<file path="src/rtl/psa_pkg.sv">
package psa_pkg;

    typedef enum logic [1:0] {
        LANE_8  = 2'b00,
        LANE_16 = 2'b01,
        LANE_32 = 2'b10,
        LANE_64 = 2'b11
    } lane_e;

    typedef enum logic [1:0] {
        ARITH_WRAP = 2'b00,
        ARITH_SSAT = 2'b01,
        ARITH_USAT = 2'b10,
        ARITH_RSVD = 2'b11
    } arith_e;

    // clamp decision made at the top slice of a lane
    typedef struct packed {
        logic active;   // lane result must be replaced
        logic to_high;  // 1: clamp to maximum, 0: clamp to minimum
    } clamp_t;

    function automatic int lane_slices(input lane_e l);
        return 1 << l;
    endfunction

    function automatic logic is_lane_bottom(input int idx, input lane_e l);
        return (idx & (lane_slices(l) - 1)) == 0;
    endfunction

    function automatic int lane_top_of(input int idx, input lane_e l);
        return idx | (lane_slices(l) - 1);
    endfunction

endpackage

</file>
<file path="src/rtl/psa_slice.sv">
module psa_slice #(
    parameter int W = 8
) (
    input  logic [W-1:0] a,
    input  logic [W-1:0] b,
    input  logic         invert_b,
    input  logic         cin,
    output logic [W-1:0] sum,
    output logic         c_msb,
    output logic         cout
);
    logic [W-1:0] b_eff;
    logic [W-2:0] low;
    logic         top;

    always_comb begin
        b_eff        = b ^ {W{invert_b}};
        {c_msb, low} = {1'b0, a[W-2:0]} + {1'b0, b_eff[W-2:0]} + {{(W-1){1'b0}}, cin};
        {cout, top}  = {1'b0, a[W-1]} + {1'b0, b_eff[W-1]} + {1'b0, c_msb};
        sum          = {top, low};
    end
endmodule

</file>
<file path="src/rtl/psa_sat_detect.sv">
module psa_sat_detect
    import psa_pkg::*;
(
    input  arith_e  mode,
    input  logic    sub,
    input  logic    a_msb,
    input  logic    c_msb,
    input  logic    cout,
    output clamp_t  decision
);
    always_comb begin
        decision = '0;
        unique case (mode)
            ARITH_SSAT: begin
                decision.active  = c_msb ^ cout;
                decision.to_high = ~a_msb;
            end
            ARITH_USAT: begin
                decision.active  = sub ? ~cout : cout;
                decision.to_high = ~sub;
            end
            default: decision = '0;
        endcase
    end
endmodule

</file>
<file path="src/rtl/psa_clamp_mux.sv">
module psa_clamp_mux
    import psa_pkg::*;
#(
    parameter int W = 8
) (
    input  logic [W-1:0] sum,
    input  clamp_t       decision,
    input  logic         signed_mode,
    input  logic         is_top,
    output logic [W-1:0] out
);
    logic [W-1:0] hi_val, lo_val;

    always_comb begin
        hi_val = '1;
        lo_val = '0;
        if (signed_mode && is_top) begin
            hi_val = {1'b0, {(W-1){1'b1}}};
            lo_val = {1'b1, {(W-1){1'b0}}};
        end
        if (!decision.active) out = sum;
        else if (decision.to_high) out = hi_val;
        else out = lo_val;
    end
endmodule

</file>
<file path="src/rtl/simd_sat_adder.sv">
module simd_sat_adder
    import psa_pkg::*;
#(
    parameter int SLICE_W    = 8,
    parameter int NUM_SLICES = 8
) (
    input  logic                          clk,
    input  logic                          rst,
    input  logic                          valid_i,
    input  logic [SLICE_W*NUM_SLICES-1:0] a_i,
    input  logic [SLICE_W*NUM_SLICES-1:0] b_i,
    input  logic [1:0]                    lane_i,
    input  logic                          sub_i,
    input  logic [1:0]                    mode_i,
    output logic                          valid_o,
    output logic [SLICE_W*NUM_SLICES-1:0] result_o,
    output logic [NUM_SLICES-1:0]         sat_o
);
    localparam int DATA_W = SLICE_W * NUM_SLICES;

    lane_e  lane;
    arith_e mode;
    assign lane = lane_e'(lane_i);
    assign mode = arith_e'(mode_i);

    logic [NUM_SLICES-1:0]  cin, c_msb, cout;
    logic [SLICE_W-1:0]     sums  [NUM_SLICES];
    clamp_t                 dec   [NUM_SLICES];
    clamp_t                 dec_sel [NUM_SLICES];
    logic [NUM_SLICES-1:0]  is_top;
    logic [DATA_W-1:0]      next_result;
    logic [NUM_SLICES-1:0]  next_sat;

    // carry chain, broken at each lane bottom where the subtract carry enters
    always_comb begin
        for (int i = 0; i < NUM_SLICES; i++) begin
            if (i == 0 || is_lane_bottom(i, lane)) cin[i] = sub_i;
            else cin[i] = cout[(i > 0) ? i-1 : 0];
            is_top[i]  = (lane_top_of(i, lane) == i);
            dec_sel[i] = dec[lane_top_of(i, lane) % NUM_SLICES];
        end
    end

    for (genvar g = 0; g < NUM_SLICES; g++) begin : g_slice
        psa_slice #(.W(SLICE_W)) u_slice (
            .a        (a_i[g*SLICE_W +: SLICE_W]),
            .b        (b_i[g*SLICE_W +: SLICE_W]),
            .invert_b (sub_i),
            .cin      (cin[g]),
            .sum      (sums[g]),
            .c_msb    (c_msb[g]),
            .cout     (cout[g])
        );

        psa_sat_detect u_detect (
            .mode     (mode),
            .sub      (sub_i),
            .a_msb    (a_i[g*SLICE_W + SLICE_W-1]),
            .c_msb    (c_msb[g]),
            .cout     (cout[g]),
            .decision (dec[g])
        );

        psa_clamp_mux #(.W(SLICE_W)) u_clamp (
            .sum         (sums[g]),
            .decision    (dec_sel[g]),
            .signed_mode (mode == ARITH_SSAT),
            .is_top      (is_top[g]),
            .out         (next_result[g*SLICE_W +: SLICE_W])
        );
    end

    // flags packed by lane index; bits beyond the lane count stay zero
    always_comb begin
        next_sat = '0;
        for (int k = 0; k < NUM_SLICES; k++) begin
            if (k < (NUM_SLICES >> lane))
                next_sat[k] = dec[(k * lane_slices(lane) + lane_slices(lane) - 1) % NUM_SLICES].active;
        end
    end

    always_ff @(posedge clk) begin
        if (rst) begin
            valid_o  <= 1'b0;
            result_o <= '0;
            sat_o    <= '0;
        end else begin
            valid_o <= valid_i;
            if (valid_i) begin
                result_o <= next_result;
                sat_o    <= next_sat;
            end
        end
    end

    // one-cycle latency and hold
    a_r7_latency: assert property (@(posedge clk) disable iff (rst)
        valid_i |=> valid_o);
    a_r7_hold: assert property (@(posedge clk) disable iff (rst)
        !valid_i |=> ($stable(result_o) && $stable(sat_o) && !valid_o));
    // wraparound raises no flag
    a_r3_no_flags: assert property (@(posedge clk) disable iff (rst)
        (valid_i && (mode_i == 2'b00 || mode_i == 2'b11)) |=> (sat_o == '0));
    // unused flag bits in the widest mode
    a_r6_unused_zero: assert property (@(posedge clk) disable iff (rst)
        (valid_i && lane_i == 2'b11) |=> (sat_o[NUM_SLICES-1:1] == '0));
    // full-width unsigned borrow clamps to zero
    a_r5_usub_zero: assert property (@(posedge clk) disable iff (rst)
        (valid_i && lane_i == 2'b11 && mode_i == 2'b10 && sub_i && (a_i < b_i))
        |=> (result_o == '0 && sat_o[0]));
endmodule

</file>
<file path="config.mk">
export PLATFORM = sky130hd
export DESIGN_NAME = simd_sat_adder
export DESIGN_NICKNAME = d
export VERILOG_FILES = /design/src/rtl/psa_pkg.sv /design/src/rtl/psa_slice.sv /design/src/rtl/psa_sat_detect.sv /design/src/rtl/psa_clamp_mux.sv /design/src/rtl/simd_sat_adder.sv
export SDC_FILE = /design/constraint.sdc
export NUM_CORES = 1
export LEC_CHECK = 0
export ABC_AREA = 1
export BUFFER_PORTS_ARGS = -buffer_cell sky130_fd_sc_hd__buf_2
export CAP_MARGIN = 25
export CORE_UTILIZATION = 59
export CTS_BUF_LIST = sky130_fd_sc_hd__clkbuf_4 sky130_fd_sc_hd__clkbuf_8
export CTS_CLUSTER_SIZE = 20
export DETAILED_ROUTE_END_ITERATION = 6
export PLACE_DENSITY = 0.95
export SYNTH_ARGS = -nofsm -noshare
export SYNTH_HDL_FRONTEND = slang
export SYNTH_SLANG_ARGS = --single-unit
</file>
<file path="constraint.sdc">
create_clock -name clk -period 32.8 [get_ports clk]
set_clock_uncertainty 0.1 [all_clocks]
set_input_delay 1.64 -clock clk [delete_from_list [all_inputs] [get_ports clk]]
set_output_delay 1.64 -clock clk [all_outputs]
set_load 0.02 [all_outputs]
</file>
Word level (Yosys, flattened, before mapping)
Index checks and enable logic that the tools add are counted.
{"block": "classes", "addsub": 47, "n_mul": 4, "magnitude_cmp": 23, "eq_ne": 2, "shift": 2, "muxes": 108, "n_bitwise": 56, "reduce_logical": 31}
{"op": "$ge 32x4->1 const B", "n": 15}
{"op": "$not 32->32", "n": 15}
{"op": "$logic_not 32->1", "n": 8}
{"op": "$mux 8", "n": 32}
{"op": "$sub 32x2->32 const B", "n": 8}
{"op": "$add 32x32->32", "n": 7}
{"op": "$lt 4x32->1 const A", "n": 4}
{"op": "$logic_not 31->1", "n": 3}
{"op": "$bmux 2 s3", "n": 15}
{"op": "$logic_not 30->1", "n": 3}
{"op": "$add 7x7->8", "n": 8}
{"op": "$add 8x1->8", "n": 8}
{"op": "$lt 3x32->1 const A", "n": 2}
{"op": "$mul 4x32->32 const A", "n": 2}
{"op": "$xor 8x8->8", "n": 8}
{"op": "$mux 2", "n": 30}
{"op": "$lt 1x32->1 const A", "n": 1}
{"op": "$lt 2x32->1 const A", "n": 1}
{"op": "$mul 3x32->31 const A", "n": 1}
{"op": "$mul 3x32->32 const A", "n": 1}
{"op": "$pmux 2 s2", "n": 8}
{"op": "$shl 1x2->32 const A", "n": 1}
{"op": "$shr 4x2->32 const A", "n": 1}
{"op": "$logic_not 29->1", "n": 1}
{"op": "10 further kinds", "n": 90}
{"block": "totals", "reg_bits": 73, "input_bits": 136, "word_cells": 276}

Longest topological paths before layout
Gate-level depths: netlist of run 1.
{"block": "logic_depth", "depth_word": 33, "ltp_mapped": 89, "depth_no_buf": 87}

Cells and area by module
A second synthesis of run 1 with hierarchy kept.
{"block": "unflattened", "hier_cells": 1344, "hier_area_um2": 8164.1}
{"mod": "simd_sat_adder", "instances": 1, "cells_per_inst": 452, "area_per_inst_um2": 3208.1, "seq_area_each_um2": 1461.4}
{"mod": "psa_slice (g_slice[0].u_slice ...)", "instances": 7, "cells_per_inst": 69, "area_per_inst_um2": 434.2, "seq_area_each_um2": 0.0}
{"mod": "psa_clamp_mux", "instances": 8, "cells_per_inst": 24, "area_per_inst_um2": 93.8, "seq_area_each_um2": 0.0}
{"mod": "psa_sat_detect", "instances": 8, "cells_per_inst": 18, "area_per_inst_um2": 90.1, "seq_area_each_um2": 0.0}
{"mod": "psa_slice (g_slice[6].u_slice)", "instances": 1, "cells_per_inst": 73, "area_per_inst_um2": 445.4, "seq_area_each_um2": 0.0}

Worst setup path before layout of run 1
Ideal clock, no wire load.
{"block": "synth_path", "path_type": "input port to flip-flop", "startpoint": "in sub_i", "endpoint": "reg result_o[12]", "setup_time_ps": 109, "arrival_ps": 14360, "required_time_ps": 32591, "path_slack_ps": 18231, "cell_stages": 88, "path_buffers": 3, "cell_sequence": "buf_2 buf_1 buf_2 xor2_1 ha_1 nand2_1 inv_1 nand3_1 nand2_1 nand2_1 nand2_1 inv_1 fa_1 inv_1 o21ai_0 fa_1 inv_1 nand3_1 [52 not listed] fa_1 nand3_1 nand2_2 nand2_2 nand2_2 inv_1 fa_1 a21boi_0 nand2_2 nand3_4 o21ai_4 nand2_4 nand2_4 inv_2 nand3_1 nand3_1 nand2_1 inv_1"}
{"block": "synth_between", "elab_chain_cells": 32, "word_cells_on_any_way": 85, "classes_between": "add/sub: 32; mux: 28; bitwise: 25"}
{"element": "start, declared", "line": "simd_sat_adder.sv:13", "text": "input logic sub_i,"}
{"element": "$xor 8x8->8", "line": "psa_slice.sv:17", "text": "b_eff = b ^ {W{invert_b}};"}
{"element": "$add 7x7->8", "line": "psa_slice.sv:18", "text": "{c_msb, low} = {1'b0, a[W-2:0]} + {1'b0, b_eff[W-2:0]} + {{(W-1){1'b0}}, cin};"}
{"element": "$add 8x1->8", "line": "psa_slice.sv:18"}
{"element": "$add 2x1->2", "line": "psa_slice.sv:19", "text": "{cout, top} = {1'b0, a[W-1]} + {1'b0, b_eff[W-1]} + {1'b0, c_msb};"}
{"element": "$mux 1", "line": "simd_sat_adder.sv:37", "text": "if (i == 0 || is_lane_bottom(i, lane)) cin[i] = sub_i;"}
{"element": "$add 8x1->8", "line": "psa_slice.sv:18"}
{"element": "$add 2x1->2", "line": "psa_slice.sv:19"}
{"element": "$mux 1", "line": "simd_sat_adder.sv:37"}
{"element": "[15 not listed]"}
{"element": "$add 8x1->8", "line": "psa_slice.sv:18"}
{"element": "$add 2x1->2", "line": "psa_slice.sv:19"}
{"element": "$not 1->1", "line": "psa_sat_detect.sv:19", "text": "decision.active = sub ? ~cout : cout;"}
{"element": "$mux 1", "line": "psa_sat_detect.sv:19"}
{"element": "$pmux 2 s2", "line": "psa_sat_detect.sv:13", "text": "unique case (mode)"}
{"element": "$bmux 2 s3", "line": "simd_sat_adder.sv:40", "text": "dec_sel[i] = dec[lane_top_of(i, lane) % NUM_SLICES];"}
{"element": "$mux 2 (not written as such) (2 in a row)", "line": "simd_sat_adder.sv:40"}
{"element": "$mux 8 *", "line": "psa_clamp_mux.sv:21", "text": "if (!decision.active) out = sum;"}
{"element": "end signal, assigned", "line": "simd_sat_adder.sv:90", "text": "result_o <= next_result;"}
{"element": "end, declared", "line": "simd_sat_adder.sv:16", "text": "output logic [SLICE_W*NUM_SLICES-1:0] result_o,"}
Every way passes the cells marked *; elsewhere a longest branch is shown, timed or not. The select of a mux whose other input is x is not followed.
A chain may end at the register's enable or synchronous reset.

Worst setup path in the final report of run 1
Same ends and word-level chain as after synthesis.

==> metrics.txt, run 1 <==
Syn Std Cell Area 7386 µm²; Reg-to-Reg End result_o[1]; WL per Instance 14.73 µm; row cnt 40; P&R area growth vs syn 18.13%; Final TNS setup 0 ns; Starting Density 0.6098; CP Data Required Time 32.97 ns; #FFs+latches synth 73; CP arrival 16.34 ns; GRT Util Overall 0.3285; Slew HR 0.3550; FF-to-FF setup slack 31.93 ns; Clock Path Buffers 2; HPWL after DPL 16.26 mm; Max-Cap Viols 0; DR DRC count 0; Final GP Congestion 0.9904; Place WS 16.50 ns; core area 12,110 µm²; crit-path max FO 52; Worst Hold Depth 2; Mapped Cells 1,069; Hold Path End sat_o[5]; Final Hold Vio Count 0; I/O pins 209; Post-DRT Antenna Nets 0; post-route insts no fill 1,428; fraction of layout cells with a size suffix above 1 0.2294; Setup WS post-layout 16.63 ns; post-synth cell types 40; hold_ws 0.3674 ns; diodes inserted 0; CP Launch Type input port; CTS tree built; Leak Pwr 4.954 nW; worst reg2reg path startpoint result_o[1]; Reg2Reg Depth 4; asr flop ratio synth 0; PD cells 41.73 nW/µm²; iteration-0 DRC count of the detailed router 692; PostCTS Resize Cnt 0; vias per inst 5.496; Final setup viols 0; Syn Area/Cell 6.909 µm²; Min-Delay Path Class reg2reg; clk_lat worst skew 0.37 ns; Tcrit/Tclk final 0.4931; Max IR drop VDD 0.02379 mV; Die W 113.9 µm; status finished, final reports clean; Tightest Pin Transition 0.9675 ns; die area 12,970 µm²; CP Capture Type flip-flop; Max stage delay on crit path 0.71 ns; grt total ovfl 0; Synth Net Count 1,290; CP max-delay cell buf_4; vias in the first global route 7,444; Hold Buf Count CTS 0; EDFF count, synth 0; fin area 8725 µm²; Setup CP Type in2reg; largest net degree at the start of global routing 89; Fill cells 974; Die Ht 113.9 µm; Synth warnings 0; final-report max-slew violation count 0; clk slew on worst S/H paths 0.07 ns; clk sinks 73; initial antenna violation count 1; clk root buf clkbuf_8; post-route minimum period 16.17 ns; Post-DP Area 8526 µm²; crit-path most repeated cell nand2_1; Register Area 1461 µm²; Cell Count Post-Placement 1,413; crit-path leading delay family adder cells; total CTS buffers 9; first-pass GRT wire length 34.13 mm; Hold Startpoint sat_o[5]; Via Count 7,849; fmax 61.82 MHz; Multi-input gate area 5111 µm²; total length of routed wires 21.03 mm; Post-CTS Setup Repair Bufs 0; RSZ-0062 raised after global routing false; H-tree levels 3; nets@finish 1,477; Buffers & Inverters on Critical Path 21; post-synthesis sequential area ratio 0.1979; Synth Flop Type dfxtp_1; first-pass iteration count of the detailed router 6; PortBufs 208
-- state kept, by name, summed over array words and instances (netlist names) --
| name | count |
|---|---|
| sat_o | 8 |
| valid_o | 1 |
| result_o | 64 |
-- stage by stage --
stage | total power [W] | util
after detailed placement | 0.0002849 | 0.7039
after global routing | 0.0003877 | 0.7204
after global placement | 0.0002800 | 0.7017
final | 0.0003641 | 0.7204
after floorplan | 0.0002361 | -
after CTS | 0.0003605 | 0.7204
-- power by group --
| part | total (W) | switching [W] | internal [W] |
|---|---|---|---|
| clock network | 0.0000762 | 0.0000366 | 0.0000396 |
| registers | 0.000105 | 0.00000599 | 0.0000990 |
| logic | 0.000183 | 0.000114 | 0.0000693 |
| total | 0.000364 | 0.000156 | 0.000208 |
-- cell usage in the layout (no fill, tap or decap), types with 3 or more instances in the layout --
master    Yosys  final
o221ai_1     25     25
nand2_1     224    224
xnor2_1      34     34
ha_1         62     62
nand2_4       8      8
o21ai_2       6      6
a21oi_1      62     62
o211ai_1     20     20
nand3_2       4      4
dfxtp_1      73     73
nand2_2      15     15
buf_4         2      3
clkbuf_8      0     11
xor2_1       60     60
a21boi_0      4      4
or2_2         9      9
inv_1       163    163
nand3_1      67     67
fa_1         23     23
o21ai_1      12     12
o21ai_0      32     32
buf_2        14    207
nor2_1       88     88
a21oi_2       3      3
inv_2        11     11
nand4_1       5      5
nor3b_1       3      3
a31oi_1       8      8
-- routing by layer --
metal	GRT usage	up-vias	share of wire
li1	-	3810	-
met5	0	-	0
met4	0.1732	0	0.042
met1	0.4099	3512	0.40
met3	0.04835	90	0.092
met2	0.5500	437	0.47
-- tightest hold or removal path, cell delays in order (launching register included) --
cell     delay [ns]
dfxtp_1        0.31
nand2_1        0.06
a21oi_1        0.05
-- cell usage after synthesis (23+ instances only) --
master    number  area, µm²
fa_1          23      460.4
xor2_1        60      525.5
xnor2_1       34      297.8
ha_1          62      775.7
o221ai_1      25      219.0
nand3_1       67      335.3
a21oi_1       62      310.3
nand2_1      224      840.8
o21ai_0       32      160.2
dfxtp_1       73       1461
inv_1        163      611.8
nor2_1        88      330.3
-- cell type report --
| cell class | instances | share of cell area |
|---|---|---|
| clock inverter | 3 | 0.004589 |
| timing repair buffer | 211 | 0.1245 |
| sequential | 73 | 0.1675 |
| multi-input combinational | 786 | 0.5858 |
| tap | 168 | 0.02409 |
| clock buffer | 12 | 0.01821 |
| inverter | 175 | 0.07529 |
-- worst max path at each step --
stage | start | end | depth (start not counted)
after floorplan | sub_i | result_o[12] | 88
after global placement | sub_i | result_o[12] | 85
after detailed placement | sub_i | result_o[12] | 85
after CTS | sub_i | result_o[12] | 85
after global routing | sub_i | result_o[12] | 85
final | sub_i | result_o[12] | 85
-- cell families (layout without fill, tap and decap cells) --
| kind of cell | count (synthesis) | in the layout | synth area share |
|---|---|---|---|
| DFF | 73 | 73 | 0.1979 |
| buffers and inverters | 210 | 401 | 0.1101 |
| xor gates and xnor gates | 94 | 94 | 0.1115 |
| adders and majority gates | 85 | 85 | 0.1674 |
| AOI/OAI and AO/OA | 178 | 178 | 0.1550 |
| and+or+nand+nor | 429 | 429 | 0.2582 |
Note: power is estimated with default switching activity, not from simulation.
==> run 2, diff against run 1 <==
Settings changed: CORE_UTILIZATION 59 to 50, PLACE_DENSITY 0.95 to 0.9.
Clock period 32.8 ns to 14.7 ns, I/O delays scaled along.
==> metrics.txt, run 2 (synthesized netlist as in run 1, its figures left out) <==
status finished, final reports clean; FF-to-FF setup slack 13.84 ns; crit-path max FO 14; PortBufs 208; Die Ht 123.5 µm; Leak Pwr 5.021 nW; WL per Instance 14.85 µm; Via Count 7,837; H-tree levels 3; Largest Register result_o; CTS tree built; core area 14,480 µm²; worst reg2reg path startpoint result_o[1]; Hold Startpoint sat_o[3]; Die W 123.5 µm; CP Launch Type input port; Final setup viols 0; Tightest Pin Transition 0.9974 ns; CP max-delay cell fa_2; Starting Density 0.5101; post-route minimum period 13.91 ns; max FFs per register 64; DR DRC count 0; Min-Delay Path Class reg2reg; first-pass iteration count of the detailed router 5; Tcrit/Tclk final 0.9464; Max-Cap Viols 0; initial antenna violation count 1; fmax 71.88 MHz; Clock Path Buffers 2; die area 15,260 µm²; CP arrival 14.06 ns; first-pass GRT wire length 33.54 mm; P&R area growth vs syn 20.92%; vias in the first global route 7,333; clk sinks 73; nets@finish 1,488; clk slew on worst S/H paths 0.08 ns; grt total ovfl 0; I/O pins 209; PD cells 95.56 nW/µm²; Final Hold Vio Count 0; crit-path most repeated cell nand2_1; CP Capture Type flip-flop; CP Data Required Time 14.84 ns; fraction of layout cells with a size suffix above 1 0.2461; fin util 0.6168; largest net degree at the start of global routing 89; clk_lat worst skew 0.38 ns; most frequent cells in the layout 221 x nand2_1, 207 x buf_2, 163 x inv_1; row cnt 44; top flop regs result_o: 64 flops, sat_o: 8 flops, valid_o: 1 flops; commonest non-fill, non-tap cell in the layout nand2_1; Setup CP Type in2reg; iteration-0 DRC count of the detailed router 446; total length of routed wires 21.64 mm; Post-DRT Antenna Nets 0; HPWL after DPL 16.71 mm; total CTS buffers 9; vias per inst 5.379; Final GP Congestion 0.9301; final-report max-slew violation count 0; Max stage delay on crit path 0.46 ns; Final Power 0.0008534 W; Max IR drop VDD 0.04560 mV; clk root buf clkbuf_8; GRT Util Overall 0.2823; Slew HR 0.3351; Critical path origin sub_i; Fill cells 1,310
-- run 2: cell types whose count changed in the layout (fill, tap and decap cells not counted), moves of 2 or more --
cell,previous run,this run
buf_4,3,15
clkbuf_8,11,9
nand2_1,224,221
nand2_2,15,18
fa_2,0,7
bufinv_16,1,3
clkinv_2,2,0
fa_1,23,16
o21ai_4,2,4
o21ai_0,32,30
-- run 2: timing repair --
| action | 4_1_cts | 5_1_grt |
|---|---|---|
| endpoints found under the hold margin | 0 | 0 |
| hold buffers | 0 | 0 |
| endpoints found under the setup margin | 0 | 72 |
| setup buffers | 0 | 8 |
| resized for setup | 0 | 19 |
-- run 2: through the flow --
stage / area (µm²) / hold slack (ns) / TNS, ns / setup WS [ns] / cells
after global placement: 8548 / 0.3497 / 0 / 0.4818 / 1432
after detailed placement: 8548 / 0.3537 / -0.03881 / -0.03881 / 1432
after floorplan: 7386 / 0.4450 / 0 / 1.036 / 1069
after CTS: 8795 / 0.3655 / 0 / 0.2822 / 1448
final: 8931 / 0.3648 / 0 / 0.7886 / 1457
after global routing: 8931 / 0.3831 / -0.7768 / -0.08202 / 1457
-- run 2: final cells by class --
| type | instances | area (µm²) | area share |
|---|---|---|---|
| inverters | 175 | 659.4 | 0.07383 |
| clock inverters | 6 | 115.1 | 0.01289 |
| flip-flops and latches | 73 | 1461 | 0.1636 |
| multi-input cells | 786 | 5182 | 0.5803 |
| clock buffers | 10 | 131.4 | 0.01471 |
| diodes | 1 | 2.502 | 0.0002802 |
| well taps | 184 | 230.2 | 0.02578 |
| repair buffers | 222 | 1149 | 0.1286 |
-- run 2: critical path: cells and delay by family --
| kind | cells | cell delay, ns |
|---|---|---|
| compound gates | 12 | 1.77 |
| xor+xnor | 1 | 0.20 |
| buf+inv | 19 | 1.54 |
| fa+ha+maj | 16 | 6.27 |
| simple gates | 36 | 3.53 |
-- run 2: worst paths after layout --
path                        to  cells after the start
setup / recovery  result_o[23]                     84
hold / removal        sat_o[3]                      2
hold reg to reg       sat_o[3]                      2
setup reg to reg   result_o[1]                      4
-- run 2: routing by layer --
layer  part of all wire  track usage
met5                  0            0
met1               0.41       0.3521
met2               0.46       0.4550
met3              0.077      0.04797
met4              0.046       0.1694
-- run 2: where the power goes --
part	switching [W]	total, W	internal (W)
Combinational	0.000255	0.000417	0.000161
Sequential	0.0000136	0.000234	0.000221
Clock	0.0000869	0.000202	0.000116
Total	0.000356	0.000853	0.000497
